### src/rtl/vsi_pkg.sv
package vsi_pkg;
  localparam int ADDR_W = 16;
  localparam int DATA_W = 8;
  localparam int VEC_LSB = 3;

  // True when the address falls inside the top (1 << VEC_LSB) bytes.
  function automatic logic in_vec_area(input logic [ADDR_W-1:0] a);
    return &a[ADDR_W-1:VEC_LSB];
  endfunction

  // Next value of the pair progress counter.
  function automatic logic [3:0] pair_next(input logic [3:0] cnt, input logic hit,
                                           input logic fire);
    if (!hit || fire) return 4'd0;
    return cnt + 4'd1;
  endfunction
endpackage

### src/rtl/vsi_rst_sync.sv
module vsi_rst_sync #(
  parameter int STAGES = 2
) (
  input  logic clk,
  input  logic rst_in_n,
  output logic rst_out_n
);
  logic [STAGES-1:0] chain;

  genvar g;
  generate
    for (g = 0; g < STAGES; g++) begin : g_stage
      if (g == 0) begin : g_first
        always_ff @(posedge clk) chain[0] <= rst_in_n;
      end else begin : g_rest
        always_ff @(posedge clk) chain[g] <= chain[g-1];
      end
    end
  endgenerate

  assign rst_out_n = chain[STAGES-1];
endmodule

### src/rtl/vsi_arm_ctrl.sv
module vsi_arm_ctrl (
  input  logic clk,
  input  logic rst_n,
  input  logic btn,
  input  logic clr,
  input  logic fire,
  output logic armed,
  output logic frozen
);
  logic btn_q;
  logic btn_rise;

  assign btn_rise = btn && !btn_q;

  always_ff @(posedge clk or negedge rst_n) begin
    if (!rst_n) begin
      btn_q  <= 1'b0;
      armed  <= 1'b0;
      frozen <= 1'b0;
    end else begin
      btn_q <= btn;
      if (fire) begin
        armed  <= 1'b0;
        frozen <= 1'b1;
      end else begin
        if (clr) frozen <= 1'b0;
        if (btn_rise && !frozen) armed <= 1'b1;
      end
    end
  end
endmodule

### src/rtl/vsi_vec_detect.sv
module vsi_vec_detect
  import vsi_pkg::*;
#(
  parameter int PAIR_LEN = 2
) (
  input  logic              clk,
  input  logic              rst_n,
  input  logic              armed,
  input  logic [ADDR_W-1:0] addr,
  input  logic              rd_wn,
  output logic              vec_hit,
  output logic              fire
);
  localparam logic [3:0] LAST = 4'(PAIR_LEN - 1);

  logic [3:0] cnt;

  assign vec_hit = rd_wn && in_vec_area(addr);
  assign fire    = armed && vec_hit && (cnt == LAST);

  always_ff @(posedge clk or negedge rst_n) begin
    if (!rst_n)      cnt <= 4'd0;
    else if (!armed) cnt <= 4'd0;
    else             cnt <= pair_next(cnt, vec_hit, fire);
  end
endmodule

### src/rtl/vsi_repl_reg.sv
module vsi_repl_reg #(
  parameter int          W     = 8,
  parameter logic [W-1:0] RESET = '0
) (
  input  logic         clk,
  input  logic         rst_n,
  input  logic         ld,
  input  logic [W-1:0] din,
  output logic [W-1:0] q
);
  always_ff @(posedge clk or negedge rst_n) begin
    if (!rst_n)  q <= RESET;
    else if (ld) q <= din;
  end
endmodule

### src/rtl/vec_snoop_intercept.sv
module vec_snoop_intercept
  import vsi_pkg::*;
#(
  parameter int          SYNC_STAGES = 2,
  parameter int          PAIR_LEN    = 2,
  parameter logic [7:0]  DEF_REPL    = 8'hA5
) (
  input  logic        phi2,
  input  logic        rst_n,
  input  logic [15:0] bus_addr,
  input  logic        bus_rd_wn,
  input  logic        arm_btn,
  input  logic        frz_clr,
  input  logic        cfg_ld,
  input  logic [7:0]  cfg_byte,
  output logic        ovr_en,
  output logic [7:0]  ovr_data,
  output logic        armed,
  output logic        frozen
);
  logic       core_rst_n;
  logic       vec_hit;
  logic       fire;
  logic [7:0] repl_q;

  vsi_rst_sync #(.STAGES(SYNC_STAGES)) u_sync (
    .clk(phi2), .rst_in_n(rst_n), .rst_out_n(core_rst_n)
  );

  vsi_arm_ctrl u_arm (
    .clk(phi2), .rst_n(core_rst_n), .btn(arm_btn), .clr(frz_clr),
    .fire(fire), .armed(armed), .frozen(frozen)
  );

  vsi_vec_detect #(.PAIR_LEN(PAIR_LEN)) u_det (
    .clk(phi2), .rst_n(core_rst_n), .armed(armed), .addr(bus_addr),
    .rd_wn(bus_rd_wn), .vec_hit(vec_hit), .fire(fire)
  );

  vsi_repl_reg #(.W(DATA_W), .RESET(DEF_REPL)) u_repl (
    .clk(phi2), .rst_n(core_rst_n), .ld(cfg_ld), .din(cfg_byte), .q(repl_q)
  );

  assign ovr_en   = fire && core_rst_n;
  assign ovr_data = ovr_en ? repl_q : 8'h00;
endmodule

### config.mk
export PLATFORM = sky130hd
export DESIGN_NAME = vec_snoop_intercept
export DESIGN_NICKNAME = d
export VERILOG_FILES = /design/src/rtl/vsi_pkg.sv /design/src/rtl/vsi_rst_sync.sv /design/src/rtl/vsi_arm_ctrl.sv /design/src/rtl/vsi_vec_detect.sv /design/src/rtl/vsi_repl_reg.sv /design/src/rtl/vec_snoop_intercept.sv
export SDC_FILE = /design/constraint.sdc
export NUM_CORES = 1
export LEC_CHECK = 0
export ABC_AREA = 1
export BUFFER_PORTS_ARGS = -buffer_cell sky130_fd_sc_hd__buf_2
export CORE_UTILIZATION = 46
export DETAILED_ROUTE_END_ITERATION = 12
export GPL_TIMING_DRIVEN = 0
export PLACE_DENSITY = 0.89
export RECOVER_POWER = 100
export SYNTH_ARGS = -nofsm -noshare
export SYNTH_HDL_FRONTEND = slang
export SYNTH_SLANG_ARGS = --single-unit
### constraint.sdc
create_clock -name phi2 -period 2.2 [get_ports phi2]
set_input_delay 0.33 -clock phi2 [delete_from_list [all_inputs] [get_ports phi2]]
set_output_delay 0.33 -clock phi2 [all_outputs]
set_load 0.05 [all_outputs]
### Word level (Yosys, flattened, before mapping)

Index checks and enable logic that the tools add are counted.

| storage, ports and cells | value |
|---|---|
| register bits after elaboration | 17 |
| latch bits | 0 |
| memory bits (writable) | 0 |
| bits in read-only memories | 0 |
| bits of input ports | 30 |
| output and inout bits | 11 |
| memories kept | 0 |

| cells by class | value |
|---|---|
| $add $sub $neg | 1 |
| multipliers | 0 |
| divide/modulo/power cells | 0 |
| $lt $le $gt $ge | 0 |
| eq/ne operators | 1 |
| shift-type cells | 0 |
| muxes and demuxes | 10 |
| bitwise logic cells | 0 |
| reduce and logical (&&, ||, !) cells | 13 |

Operators by type and width:

| operator | count |
|---|---|
| AND reduction 13 bit | 1 |
| 2-to-1 mux 4 bit | 3 |
| 2-to-1 mux 8 bit | 1 |
| logical AND 1 bit | 6 |
| 2-to-1 mux 1 bit | 6 |
| adder 4 x 1 -> 4 bit (second input constant) | 1 |
| equality test 4 x 1 -> 1 bit (second input constant) | 1 |
| nonzero test 2 bit | 2 |
| logical NOT 1 bit | 3 |
| logical OR 1 bit | 1 |

### Depth between registers and ports, before layout

| logic depth | value |
|---|---|
| depth in word-level cells | 9 |
| gate-level depth with buffers | 6 |

### Modules after synthesis

A second synthesis with hierarchy kept.

| unflattened totals | value |
|---|---|
| cell total of the unflattened synthesis | 103 |
| area total of the unflattened synthesis | 834.6 µm² |

By module, submodules not included:

| module | instances | cells each | area an instance (µm²) | sequential area each (µm²) |
|---|---|---|---|---|
| vsi_repl_reg | 1 | 34 | 310.3 | 205.2 |
| vsi_vec_detect | 1 | 40 | 301.5 | 100.1 |
| vsi_arm_ctrl | 1 | 9 | 112.6 | 75.1 |
| vec_snoop_intercept | 1 | 18 | 70.1 | 0.0 |
| vsi_rst_sync | 1 | 2 | 40.0 | 40.0 |

### Worst setup path before layout

OpenSTA, ideal clock, no wires.

| timing path | value |
|---|---|
| path kind | register to output |
| start | register u_arm.armed |
| end | output ovr_data[0] |
| arrival | 1754 ps |
| path slack | 116 ps |
| cell stages (with the launch flop) | 4 |
| cells stage by stage | dfrtp_1 > and3_1 > nand3_4 > nor2_1 |

| between the ends | value |
|---|---|
| cells in the longest elaborated chain, start to end | 4 |

Ends and longest elaborated chain:

| what | line | RTL |
|---|---|---|
| start: declaration | vsi_arm_ctrl.sv:7 | `output logic armed,` |
| start signal: assignment | vsi_arm_ctrl.sv:18 | `armed <= 1'b0;` |
| start signal: assignment | vsi_arm_ctrl.sv:23 | `armed <= 1'b0;` |
| start signal: assignment | vsi_arm_ctrl.sv:27 | `if (btn_rise && !frozen) armed <= 1'b1;` |
| logical AND 1 bit (2 in series) | vsi_vec_detect.sv:19 | `assign fire = armed && vec_hit && (cnt == LAST);` |
| logical AND 1 bit | vec_snoop_intercept.sv:44 | `assign ovr_en = fire && core_rst_n;` |
| 2-to-1 mux 8 bit | vec_snoop_intercept.sv:45 | `assign ovr_data = ovr_en ? repl_q : 8'h00;` |
| end: declaration | vec_snoop_intercept.sv:17 | `output logic [7:0] ovr_data,` |

Every way passes these cells.

### Worst setup path in the final report

| timing path | value |
|---|---|
| start | register u_det.cnt[1] |
| end | output ovr_data[0] |

| between the ends | value |
|---|---|
| cells in the longest elaborated chain, start to end | 4 |

Ends and longest elaborated chain:

| what | line | RTL |
|---|---|---|
| start: declaration | vsi_vec_detect.sv:16 | `logic [3:0] cnt;` |
| start signal: assignment | vsi_vec_detect.sv:24 | `else cnt <= pair_next(cnt, vec_hit, fire);` |
| equality test 4 x 1 -> 1 bit | vsi_vec_detect.sv:19 |  |
| logical AND 1 bit | vsi_vec_detect.sv:19 |  |
| logical AND 1 bit | vec_snoop_intercept.sv:44 |  |
| 2-to-1 mux 8 bit | vec_snoop_intercept.sv:45 |  |

Every way passes these cells.

==> results.yml <==
outcome:
  status: "complete, no violations"
global_route:
  grt_pass1_wl_mm: 2.53
  grt_max_degree: 17
  grt_usage_pct: 19.0
  grt-ovfl-total: 0
  first_global_vias: 668
  antenna_found_initial: 0
clocking:
  cts-resized-gates: 0
  ctsHoldBuffers: 0
  postCtsSetupRepairBufs: 0
  clockBufferDepth: 2
  insertion_delay_ns: 0.28
  root_buffer: "clkbuf_4"
  clk_pin_slew_worst_paths_ns: 0.09
  numClockSinks: 17
  cts_tree: "yes"
  htree_levels: 1
  cts_made_buffers: 3
timing:
  finalCritPeriodShare_pct: 92.2
  fin_crit_ns: 2.03
  setup_viol: 0
  tns_ns: 0
  worst_pin_slew_ns: 0.607
  maxSlewHeadroom_pct: 59.7
  hold_violations: 0
  hold_ws_ns: 0.146
  fin_skew_ns: 0.00220
  fmax_mhz: 493
  finalMaxSlewViolations: 0
  grt_setup_unrepaired: "no"
synthesis:
  ys_warn_count: 0
  ys_types: 17
  synth_fp_nets: 119
  yosysSeqAreaShare_pct: 55.6
  ys_seq_elements: 17
  synth_area_per_cell_sq_um: 8.69
  syn_area_sq_um: 756
  netlist_instances: 87
route:
  drt-total-wl_mm: 1.46
  via_count: 670
  dr.pass1.iters: 6
  vias_per_cell: 4.65
  drcViolationCount: 0
  wl_per_cell_um: 10.1
  ant_nets: 0
  drtIter0Drc: 11
layout:
  drive_gt1_share_pct: 33.6
  post-route-util_pct: 64.4
  seq_area_sq_um: 422
  nets: 161
  syn_to_final_growth_pct: 30.0
  fillers: 124
  multiInputGateArea_sq_um: 282
  diodes: 0
placed_design:
  gp_congestion: 0.743
  place_hpwl_mm: 1.17
  io_buffers: 37
floorplanning:
  die_w_um: 42.5
  start_util_pct: 49.6
  rows: 14
  die-area_sq_um: 1810
  pin_count: 41
  die_y_um: 42.5
  core_area_sq_um: 1520
critical_path:
  critical_path_class: "reg -> out"
  cp_cell_sequence: "inv_1 -> ha_1 -> and3_1 -> nand3_4 -> nor2_1 -> clkbuf_2"
  worstPathRequired_ns: 1.87
  cp.arrival_ns: 1.70
  crit_path_top_delay_cell: "dfrtp_1"
  endpoint_kind: "primary output"
  max_stage_delay_ns: 0.40
  critical_path.max_fanout: 9
  reg2reg_depth: 5
  critPathLaunchType: "flop"
pwr:
  max-vdd-ir-drop_mv: 0.406
  leakagePower_nw: 0.525
  power.density_nw_per_um2: 557
hold_path:
  hold_class: "reg -> async"
run:
  maxCapViolations: 0
-- layout make-up --
type                    count  share of cell area, %
plain buffers               1                  0.382
clock buffers               4                   2.68
inverters                  13                   4.97
multi-input cells          56                   28.7
flip-flops and latches     17                   42.9
well taps                  16                   2.04
repair buffers             37                   18.3
-- critical path, delay by kind of cell (launching register included) --
kind,cells,cell delay [ns]
simple gates,3,0.54
flops,1,0.40
buf+inv,2,0.35
fa+ha+maj,1,0.14
-- registers in the layout (all words and copies together), names as in the netlist --
register and count:
u_sync.chain 1, u_arm.armed 1, u_sync.rst_out_n 1, u_arm.btn_q 1, u_arm.frozen 1, u_det.cnt 4, u_repl.q 8
-- report_power, final --
group	internal, mW	switching, mW	total [mW]
clock network	0.0703	0.0861	0.156
registers	0.333	0.00955	0.342
logic	0.0242	0.0239	0.0482
total	0.427	0.120	0.547
-- synth_stat cells --
cell type | number | area share [%]
a21boi_0 | 1 | 0.99
and3_1 | 1 | 0.83
buf_2 | 1 | 0.66
dfrtp_1 | 11 | 36
dfstp_2 | 4 | 14
dfxtp_1 | 2 | 5.3
ha_1 | 2 | 3.3
inv_1 | 13 | 6.5
nand2_1 | 20 | 9.9
nand3_1 | 1 | 0.66
nand3_4 | 1 | 2.3
nand3b_1 | 1 | 0.99
nor2_1 | 17 | 8.4
nor2_4 | 1 | 1.5
o21ai_0 | 9 | 6.0
xnor2_1 | 1 | 1.2
xor2_1 | 1 | 1.2
-- per-layer routing --
layer	vias up	GRT usage [%]	routed length [um]
li1	347	-	-
met1	303	21.2	597
met2	18	30.8	767
met3	2	9.48	81
met4	0	7.50	12
met5	-	0	0
-- stage by stage --
step                      power [mW]  setup WS (ns)  area [sq um]  instances
after floorplan                0.367          0.116           756         87
after global placement         0.393          0.485           961        140
after detailed placement       0.398          0.437           961        140
after CTS                      0.555          0.121           987        144
after global routing           0.578         0.0354           982        144
final                          0.547          0.171           982        144
-- cell families (layout without fill, tap and decap cells) --
family          Yosys count  in the layout  share of synthesized area, %
simple gates             42             42                          24.7
flops                    17             17                          55.6
buf+inv                  14             55                          7.12
compound gates           10             10                          6.95
fa+ha+maj                 2              2                          3.31
xor+xnor                  2              2                          2.32
-- final timing paths --
kind                                               start                      end  slack [ns]
worst max-delay path              u_det.cnt[1]$_DFF_PN0_              ovr_data[0]        0.17
worst min-delay path            u_sync.rst_out_n$_DFF_P_  u_repl.q[4]$_DFFE_PN0P_        0.15
worst max register to register    u_det.cnt[0]$_DFF_PN0_   u_det.cnt[2]$_DFF_PN0_        0.92
worst min register to register  u_sync.rst_out_n$_DFF_P_  u_repl.q[4]$_DFFE_PN0P_        0.15
max in group asynchronous       u_sync.rst_out_n$_DFF_P_  u_repl.q[0]$_DFFE_PN1P_        1.74
min in group phi2                                  rst_n  u_sync.chain[0]$_DFF_P_        0.15
-- cell usage in the layout, fill, tap and decap left out --
cell and count:
clkbuf_4 3, dfxtp_1 1, inv_1 13, nand3b_1 1, nand2_1 20, ha_1 2
clkbuf_2 9, dfrtp_1 11, nand3_1 1, dfxtp_2 1, nand3_4 1, dfstp_2 4
clkbuf_1 6, o21ai_0 9, a21boi_0 1, nor2_1 17, xor2_1 1, and3_1 1
buf_2 24, nor2_4 1, xnor2_1 1
Power figures use the tool's default switching activity.
